--- src/rtl/wp_cmp_pkg.sv ---
package wp_cmp_pkg;
  localparam int LANE_MAX = 8;
  localparam int SHIFT_W  = 6;

  typedef struct packed {
    logic                rangeMode;
    logic [LANE_MAX-1:0] laneSel;
    logic [LANE_MAX-1:0] byteEn;
    logic [SHIFT_W-1:0]  loBit;
  } wpStrobe_t;
endpackage

--- src/rtl/wp_cmp_datapath.sv ---
module wp_cmp_datapath
  import wp_cmp_pkg::*;
#(
  parameter int ADDR_W = 32
) (
  input  logic [ADDR_W-1:0] cfgAddr,
  input  logic [ADDR_W-1:0] accAddr,
  input  wpStrobe_t         strobe,
  output logic              addrHit
);
  logic [ADDR_W-1:0]   byteAddr [LANE_MAX];
  logic [ADDR_W-1:0]   namedAddr [LANE_MAX];
  logic [LANE_MAX-1:0] rangeByteHit;
  logic [LANE_MAX-1:0] laneByteHit;
  logic [ADDR_W-1:0]   keepMask;

  assign keepMask = {ADDR_W{1'b1}} << strobe.loBit;

  for (genvar j = 0; j < LANE_MAX; j++) begin : gByte
    logic [LANE_MAX-1:0] perLane;
    assign byteAddr[j]  = accAddr + ADDR_W'(j);
    assign namedAddr[j] = cfgAddr | ADDR_W'(j);
    assign rangeByteHit[j] = strobe.byteEn[j] &&
                             (((byteAddr[j] ^ cfgAddr) & keepMask) == '0);
    for (genvar i = 0; i < LANE_MAX; i++) begin : gLane
      assign perLane[i] = strobe.laneSel[i] && (byteAddr[j] == namedAddr[i]);
    end
    assign laneByteHit[j] = strobe.byteEn[j] && (|perLane);
  end

  assign addrHit = strobe.rangeMode ? (|rangeByteHit) : (|laneByteHit);

  always_comb begin
    if (strobe.byteEn == '0) begin
      AST_NO_BYTES_NO_ADDR_HIT: assert (!addrHit);
    end
  end
endmodule

--- src/rtl/wp_cmp_ctrl.sv ---
module wp_cmp_ctrl
  import wp_cmp_pkg::*;
#(
  parameter int ADDR_W = 32,
  parameter int MASK_W = 5,
  parameter int LINK_W = 4
) (
  input  logic              clk,
  input  logic              rstN,
  input  logic [ADDR_W-1:0] cfgAddr,
  input  logic [7:0]        cfgBas,
  input  logic [1:0]        cfgLsv,
  input  logic [MASK_W-1:0] cfgMask,
  input  logic              cfgLinked,
  input  logic [LINK_W-1:0] cfgLinkNum,
  input  logic              accValid,
  input  logic [3:0]        accSize,
  input  logic              accWrite,
  input  logic              accAtomic,
  input  logic              accPrivEn,
  input  logic              linkMatch,
  input  logic              addrHit,
  output wpStrobe_t         strobe,
  output logic              linkQuery,
  output logic [LINK_W-1:0] linkQueryIdx,
  output logic              hitValid,
  output logic              hit,
  output logic              hitWrite
);
  localparam logic [SHIFT_W-1:0] FLOOR_WORD = SHIFT_W'(2);
  localparam logic [SHIFT_W-1:0] FLOOR_DBL  = SHIFT_W'(3);

  logic               wordAligned;
  logic               sizeOk;
  logic               accessQual;
  logic               hitNext;
  logic               writeNext;
  logic [SHIFT_W-1:0] floorBit;
  logic [SHIFT_W-1:0] maskWide;

  assign wordAligned = cfgAddr[2] && (cfgAddr[1:0] == 2'b00);
  assign sizeOk      = (accSize == 4'd1) || (accSize == 4'd2) ||
                       (accSize == 4'd4) || (accSize == 4'd8);
  assign floorBit    = wordAligned ? FLOOR_WORD : FLOOR_DBL;
  assign maskWide    = SHIFT_W'(cfgMask);

  always_comb begin
    strobe.rangeMode = (cfgMask != '0);
    strobe.laneSel   = wordAligned ? {4'b0000, cfgBas[3:0]} : cfgBas;
    strobe.loBit     = (maskWide > floorBit) ? maskWide : floorBit;
    for (int j = 0; j < LANE_MAX; j++) begin
      strobe.byteEn[j] = sizeOk && (j < int'(accSize));
    end
  end

  assign accessQual = (accWrite && cfgLsv[1]) || (!accWrite && cfgLsv[0]) || accAtomic;
  assign linkQuery    = accValid && cfgLinked;
  assign linkQueryIdx = cfgLinkNum;

  assign hitNext = accValid && accPrivEn && accessQual && (cfgBas != 8'h00) &&
                   addrHit && (!cfgLinked || linkMatch);
  assign writeNext = hitNext && accWrite && !(accAtomic && cfgLsv[0]);

  always_ff @(posedge clk) begin
    if (!rstN) begin
      hitValid <= 1'b0;
      hit      <= 1'b0;
      hitWrite <= 1'b0;
    end else begin
      hitValid <= accValid;
      hit      <= hitNext;
      hitWrite <= writeNext;
    end
  end

  AST_HIT_NEEDS_VALID: assert property (@(posedge clk) disable iff (!rstN)
    !hitValid |-> !hit);
  AST_VALID_FOLLOWS: assert property (@(posedge clk) disable iff (!rstN)
    accValid |=> hitValid);
  AST_BAS_ZERO: assert property (@(posedge clk) disable iff (!rstN)
    (accValid && cfgBas == 8'h00) |=> !hit);
  AST_PRIV_GATE: assert property (@(posedge clk) disable iff (!rstN)
    (accValid && !accPrivEn) |=> !hit);
  AST_LINK_GATE: assert property (@(posedge clk) disable iff (!rstN)
    (accValid && cfgLinked && !linkMatch) |=> !hit);
  AST_UNQUAL: assert property (@(posedge clk) disable iff (!rstN)
    (accValid && !accAtomic && ((accWrite && !cfgLsv[1]) || (!accWrite && !cfgLsv[0])))
    |=> !hit);
  AST_ATOMIC_READ: assert property (@(posedge clk) disable iff (!rstN)
    (accValid && accAtomic && cfgLsv[0]) |=> !hitWrite);
  AST_WRITE_NEEDS_HIT: assert property (@(posedge clk) disable iff (!rstN)
    hitWrite |-> hit);
  AST_BAD_SIZE: assert property (@(posedge clk) disable iff (!rstN)
    (accValid && !(accSize == 4'd1 || accSize == 4'd2 || accSize == 4'd4 || accSize == 4'd8))
    |=> !hit);
endmodule

--- src/rtl/wp_cmp_top.sv ---
module wp_cmp_top
  import wp_cmp_pkg::*;
#(
  parameter int ADDR_W = 32,
  parameter int MASK_W = 5,
  parameter int LINK_W = 4
) (
  input  logic              clk,
  input  logic              rstN,
  input  logic [ADDR_W-1:0] cfgAddr,
  input  logic [7:0]        cfgBas,
  input  logic [1:0]        cfgLsv,
  input  logic [MASK_W-1:0] cfgMask,
  input  logic              cfgLinked,
  input  logic [LINK_W-1:0] cfgLinkNum,
  input  logic              accValid,
  input  logic [ADDR_W-1:0] accAddr,
  input  logic [3:0]        accSize,
  input  logic              accWrite,
  input  logic              accAtomic,
  input  logic              accPrivEn,
  output logic              linkQuery,
  output logic [LINK_W-1:0] linkQueryIdx,
  input  logic              linkMatch,
  output logic              hitValid,
  output logic              hit,
  output logic              hitWrite
);
  wpStrobe_t strobe;
  logic      addrHit;

  wp_cmp_ctrl #(.ADDR_W(ADDR_W), .MASK_W(MASK_W), .LINK_W(LINK_W)) uCtrl (
    .clk(clk), .rstN(rstN), .cfgAddr(cfgAddr), .cfgBas(cfgBas), .cfgLsv(cfgLsv),
    .cfgMask(cfgMask), .cfgLinked(cfgLinked), .cfgLinkNum(cfgLinkNum),
    .accValid(accValid), .accSize(accSize), .accWrite(accWrite),
    .accAtomic(accAtomic), .accPrivEn(accPrivEn), .linkMatch(linkMatch),
    .addrHit(addrHit), .strobe(strobe), .linkQuery(linkQuery),
    .linkQueryIdx(linkQueryIdx), .hitValid(hitValid), .hit(hit), .hitWrite(hitWrite)
  );

  wp_cmp_datapath #(.ADDR_W(ADDR_W)) uDp (
    .cfgAddr(cfgAddr), .accAddr(accAddr), .strobe(strobe), .addrHit(addrHit)
  );
endmodule

--- config.mk ---
export PLATFORM = sky130hd
export DESIGN_NAME = wp_cmp_top
export DESIGN_NICKNAME = d
export VERILOG_FILES = /design/src/rtl/wp_cmp_pkg.sv /design/src/rtl/wp_cmp_datapath.sv /design/src/rtl/wp_cmp_ctrl.sv /design/src/rtl/wp_cmp_top.sv
export SDC_FILE = /design/constraint.sdc
export NUM_CORES = 1
export LEC_CHECK = 0
export ABC_CLOCK_PERIOD_IN_PS = 4300
export BUFFER_PORTS_ARGS = -buffer_cell sky130_fd_sc_hd__buf_2
export CORE_MARGIN = 2
export CORE_UTILIZATION = 55
export DETAILED_ROUTE_END_ITERATION = 10
export PLACE_DENSITY = 0.79
export RECOVER_POWER = 100
export SLEW_MARGIN = 20
export SYNTH_ARGS = -nofsm -noshare
export SYNTH_HDL_FRONTEND = slang
export SYNTH_HIERARCHICAL = 1
export SYNTH_SLANG_ARGS = --single-unit
--- constraint.sdc ---
create_clock -name clk -period 4.3 [get_ports clk]
set_input_delay 0.43 -clock clk [delete_from_list [all_inputs] [get_ports clk]]
set_output_delay 0.43 -clock clk [all_outputs]
set_load 0.01 [all_outputs]
==> flow_metrics.py, run 1 <==
metrics = {
    "run_status": {
        "outcome": "stopped before the end",
        "stopped_at": "global routing (5_1_grt)",
        "error": "[ERROR GRT-0116] Global routing finished with congestion. Check the congestion regions in the DRC Viewer.",
    },
    "die": {
        "die_h_um": 129,
        "num_io_pins": 103,
        "floorplan.die.width_um": 129,
        "core.rowCount": 45,
        "initial_core_util_pct": 56.5,
    },
    "yosys": {
        "synth-seq-area-share_pct": 0.694,
        "synth_edf_count": 0,
        "yosys_register_bits": 3,
        "post_synth.cell_area_avg_um2": 6.45,
        "cell_area_after_synthesis_um2": 8650,
        "synthesis.yosys.warnings": 6,
        "syn_inst": 1342,
        "async_reset_ff_share_pct": 0,
        "synth_fp_nets": 1449,
        "ys_types": 84,
        "dominantRegCellSynth": "sky130_fd_sc_hd__dfxtp_1",
    },
    "cts": {
        "clk_path_buf_depth": 2,
        "htree_num_levels": 1,
        "clock_tree.root_cell": "sky130_fd_sc_hd__clkbuf_16",
        "clock_sink_count": 3,
        "post_cts_buffers": 0,
        "cts_made_buffers": 3,
        "postCtsHoldBufs": 0,
        "ctsResizeCount": 0,
    },
    "grt": {
        "groute.usage.overall_pct": 61.8,
        "grt_first_pass_wirelength_um": 77600,
        "globalRoute.totalOverflow": 21,
        "grt_start_max_net_pins": 31,
        "grt_pass1_vias": 12800,
    },
    "place": {
        "portBuffers": 94,
        "dp.final_hpwl_um": 38400,
        "gp_routability_congestion": 1.48,
    },
}
-- metrics by stage --
| stage | setup WS [ps] | cells | area [um2] | util, % |
|---|---|---|---|---|
| after floorplan | 141 | 1342 | 8650 | - |
| after global placement | 4.02 | 1701 | 10200 | 66.6 |
| after CTS | 112 | 1705 | 10300 | 67.1 |
| after detailed placement | -52.5 | 1701 | 10200 | 66.6 |
-- synthesized netlist by cell type, drive strengths merged, types with 28 or more instances --
master	count	share of area, %
clkbuf	67	2.9
o22ai	36	2.7
nand3	67	3.9
xnor2	205	21
buf	47	2.9
a21oi	62	3.6
xor2	44	4.5
mux2i	28	3.2
nor4	69	5.5
nand2	134	5.8
nor3	74	4.5
nor2	102	4.4
o21ai	48	2.8
nand4	63	5.3
-- routing by layer --
layer / track usage, % / GRT overflow
met3: 47.6 / 0
met4: 50.7 / 11
met1: 66.4 / 1
met2: 75.9 / 9
met5: 25.0 / 0
-- kinds of logic after synthesis --
kind of cell	share of synthesized area (%)
flip-flops	0.694
XOR/XNOR	25.3
multiplexers	3.37
AND/OR/NAND/NOR	37.9
buffers and inverters	6.49
AO/OA/AOI/OAI	24.5
adder cells (fa/ha/maj)	1.74
other	0.0433
==> run 2, diff against run 1 <==
ABC_CLOCK_PERIOD_IN_PS = 5590   (was 4300)
CORE_UTILIZATION = 40   (was 55)
PLACE_DENSITY = not set   (was 0.79)
PLACE_DENSITY_LB_ADDON = 0.15   (was not set)
clock period = 5.59 ns   (was 4.3 ns; I/O delays follow)
==> run 2 against run 1 <==
The flow now finishes without violations; synthesized cell count is the same; synthesized area unchanged.
==> flow_metrics.py, run 2 <==
metrics = {
    "place": {
        "gp_routability_congestion": 1.17,
        "portBuffers": 94,
        "dp.final_hpwl_um": 49400,
    },
    "yosys": {
        "synth_top_area_cells": "sky130_fd_sc_hd__xnor2_1, sky130_fd_sc_hd__nand2_1, sky130_fd_sc_hd__nor4_1",
        "synth_fp_nets": 1449,
        "synthesis.yosys.warnings": 6,
        "synth_edf_count": 0,
        "post-synth-top-area-cell": "sky130_fd_sc_hd__xnor2_1",
        "syn_inst": 1342,
        "synth-seq-area-share_pct": 0.694,
        "post_synth.cell_area_avg_um2": 6.45,
        "yosys_register_bits": 3,
        "cell_area_after_synthesis_um2": 8650,
        "most_instantiated_library_cell_after_synthesis": "sky130_fd_sc_hd__xnor2_1",
        "async_reset_ff_share_pct": 0,
        "synthDominantCellAreaShare_pct": 20.7,
        "dominantRegCellSynth": "sky130_fd_sc_hd__dfxtp_1",
        "ys_types": 84,
        "synthTopCellsByCount": "sky130_fd_sc_hd__xnor2_1, sky130_fd_sc_hd__nand2_1, sky130_fd_sc_hd__nor2_1, sky130_fd_sc_hd__nor3_1",
    },
    "sta": {
        "fin_hold_ws_ps": 574,
        "timing.max_slew.rel_slack_pct": 16.3,
        "fmaxAchievable_mhz": 186,
        "tightest_slew_ps": 1250,
        "layout_worst_path_cycle_share_pct": 96.2,
        "setup_viol": 0,
        "rsz0062_at_grt": "false",
        "timing.setup.tns_ps": 0,
        "final_max_slew_viol_count": 0,
        "hold_viol_final": 0,
        "final_critical_delay_including_setup_and_external_delays_ps": 5380,
    },
    "die": {
        "num_io_pins": 103,
        "die_h_um": 151,
        "area_of_the_core_region_um2": 21200,
        "design.die.area_um2": 22800,
        "core.rowCount": 53,
        "floorplan.die.width_um": 151,
        "initial_core_util_pct": 40.9,
    },
    "setup_path": {
        "critical_path.endpoint_type": "flop",
        "setup.worst_path.start_class": "input pin",
        "critical_path_required_ps": 5760,
        "worst-path-max-fanout": 16,
        "path_class": "input pin to flop",
        "worst-endpoint-arrival_ps": 5550,
    },
    "power": {
        "vdd_ir_drop_max_v": 0.0000745,
        "power.combinational.fraction_pct": 88.7,
        "power_density_nw_per_um2": 125,
        "swShare_pct": 63.9,
        "power_frac_seq_pct": 1.8,
        "cellLeakagePower_nw": 3.07,
        "p_int_uw": 443,
        "switchingPower_uw": 785,
        "clock_group_share_of_total_power_pct": 9.5,
    },
    "drt": {
        "wirelength_um": 61300,
        "route.met3.wl_um": 10400,
        "routed_via_count": 12800,
        "detailedRoute.firstPassIterationCount": 7,
        "maxUsedRoutingLayer": "met5",
        "avgRoutedWirePerCell_um": 36.0,
        "first_iter_violations": 2544,
        "wl_met1_um": 21600,
        "ant_nets": 0,
        "drcViolationCount": 0,
        "detail_route_met2_wl_um": 24100,
        "via_to_cell_ratio": 7.55,
    },
    "cts": {
        "postCtsHoldBufs": 0,
        "htree_num_levels": 1,
        "clkSlewWorstSetupHoldPaths_ps": 30,
        "clock_sink_count": 3,
        "cts_made_buffers": 3,
        "ctsResizeCount": 0,
        "post_cts_buffers": 0,
        "clock_tree.root_cell": "sky130_fd_sc_hd__clkbuf_16",
        "clk_path_buf_depth": 2,
        "clock_tree_from_tritoncts": "done",
    },
    "final_layout": {
        "largest_registers": "uCtrl/hit x1, uCtrl/hitValid x1, uCtrl/hitWrite x1",
        "final_net_count": 1533,
        "areaGrowthSynthToFinish_pct": 13.5,
        "layout.cells.most_common": "sky130_fd_sc_hd__xnor2_1",
        "mostFrequentLayoutCells": "sky130_fd_sc_hd__xnor2_1, sky130_fd_sc_hd__nand2_1, sky130_fd_sc_hd__nor2_1",
        "util_after_layout_pct": 46.4,
        "drive_gt1_share_pct": 15.9,
        "layout.filler_cells": 2299,
    },
    "run_status": {
        "outcome": "finished, final reports clean",
    },
    "job": {
        "max_cap_viol_count": 0,
    },
    "grt": {
        "grt_first_pass_wirelength_um": 83500,
        "antenna_found_initial": 2,
        "grt_start_max_net_pins": 31,
        "groute.usage.overall_pct": 52.2,
        "grt_pass1_vias": 11300,
        "globalRoute.totalOverflow": 0,
    },
    "worst_hold_path": {
        "worstHoldPathType": "input pin to flop",
    },
}
run 2: critical path, stage by stage:
cell and delay, ps:
sky130_fd_sc_hd__clkbuf_2 270, sky130_fd_sc_hd__and2_1 210, sky130_fd_sc_hd__inv_1 90, sky130_fd_sc_hd__ha_1 280
sky130_fd_sc_hd__nor2_1 40, sky130_fd_sc_hd__a21oi_1 170, sky130_fd_sc_hd__mux2i_1 470, sky130_fd_sc_hd__and2_1 440
sky130_fd_sc_hd__a21oi_1 280, sky130_fd_sc_hd__a32oi_1 230, sky130_fd_sc_hd__nand4_1 110, sky130_fd_sc_hd__a2111oi_0 980
sky130_fd_sc_hd__nand4b_1 200, sky130_fd_sc_hd__o22a_1 310, sky130_fd_sc_hd__o311a_1 130, sky130_fd_sc_hd__a2bb2oi_2 150
sky130_fd_sc_hd__nand4_1 100, sky130_fd_sc_hd__a221oi_1 320, sky130_fd_sc_hd__and3_1 210
run 2: layout make-up:
type | count | area, um2 | area share [%]
Multi-Input combinational cell | 1211 | 8070 | 82.2
Clock buffer | 4 | 78.8 | 0.803
Sequential cell | 3 | 60.1 | 0.612
Inverter | 13 | 48.8 | 0.497
Timing Repair Buffer | 194 | 1220 | 12.4
Tap cell | 275 | 344 | 3.50
Antenna cell | 1 | 2.50 | 0.0255
run 2: cells by family (layout without fill, tap and decap cells):
group           count (synthesis)  count (layout)  share of synthesized area, %
compound gates                310             310                          24.5
xor+xnor                      249             249                          25.3
fa+ha+maj                      12              12                          1.74
buf+inv                       128             211                          6.49
flops                           3               3                         0.694
mux                            29              29                          3.37
other cells                     1               2                        0.0433
simple gates                  610             610                          37.9
run 2: per-stage QoR:
| stage | total power [mW] | cells | area [um2] | worst slack (ps) |
|---|---|---|---|---|
| 6_report | 1.23 | 1701 | 9820 | 210 |
| 4_1_cts | 1.14 | 1699 | 9810 | 556 |
| 5_1_grt | 1.23 | 1700 | 9820 | 235 |
| 3_5_place_dp | 1.02 | 1695 | 9730 | 363 |
| 2_1_floorplan | 0.604 | 1342 | 8650 | 1300 |
| 3_3_place_gp | 1.03 | 1695 | 9730 | 438 |
run 2: worst paths after layout:
check                   from        endpoint  depth (start not counted)
setup / recovery  cfgAddr[2]  uCtrl/hitWrite                         19
hold / removal          rstN  uCtrl/hitValid                          2
run 2: layer usage:
| layer | track usage [%] | vias up |
|---|---|---|
| met5 | 0 | - |
| met4 | 32.0 | 4 |
| met3 | 22.1 | 320 |
| met2 | 75.1 | 1306 |
| met1 | 64.1 | 5984 |
| li1 | - | 5223 |
run 2: power by group through the flow:
stage	Combinational (mW)	Sequential, mW	Clock [mW]
6_report	1.09	0.0221	0.117
5_1_grt	1.09	0.0222	0.120
3_3_place_gp	1.00	0.0224	0
3_5_place_dp	0.994	0.0224	0
2_1_floorplan	0.581	0.0226	0
4_1_cts	0.997	0.0221	0.119
(Power assumes the default switching activity.)
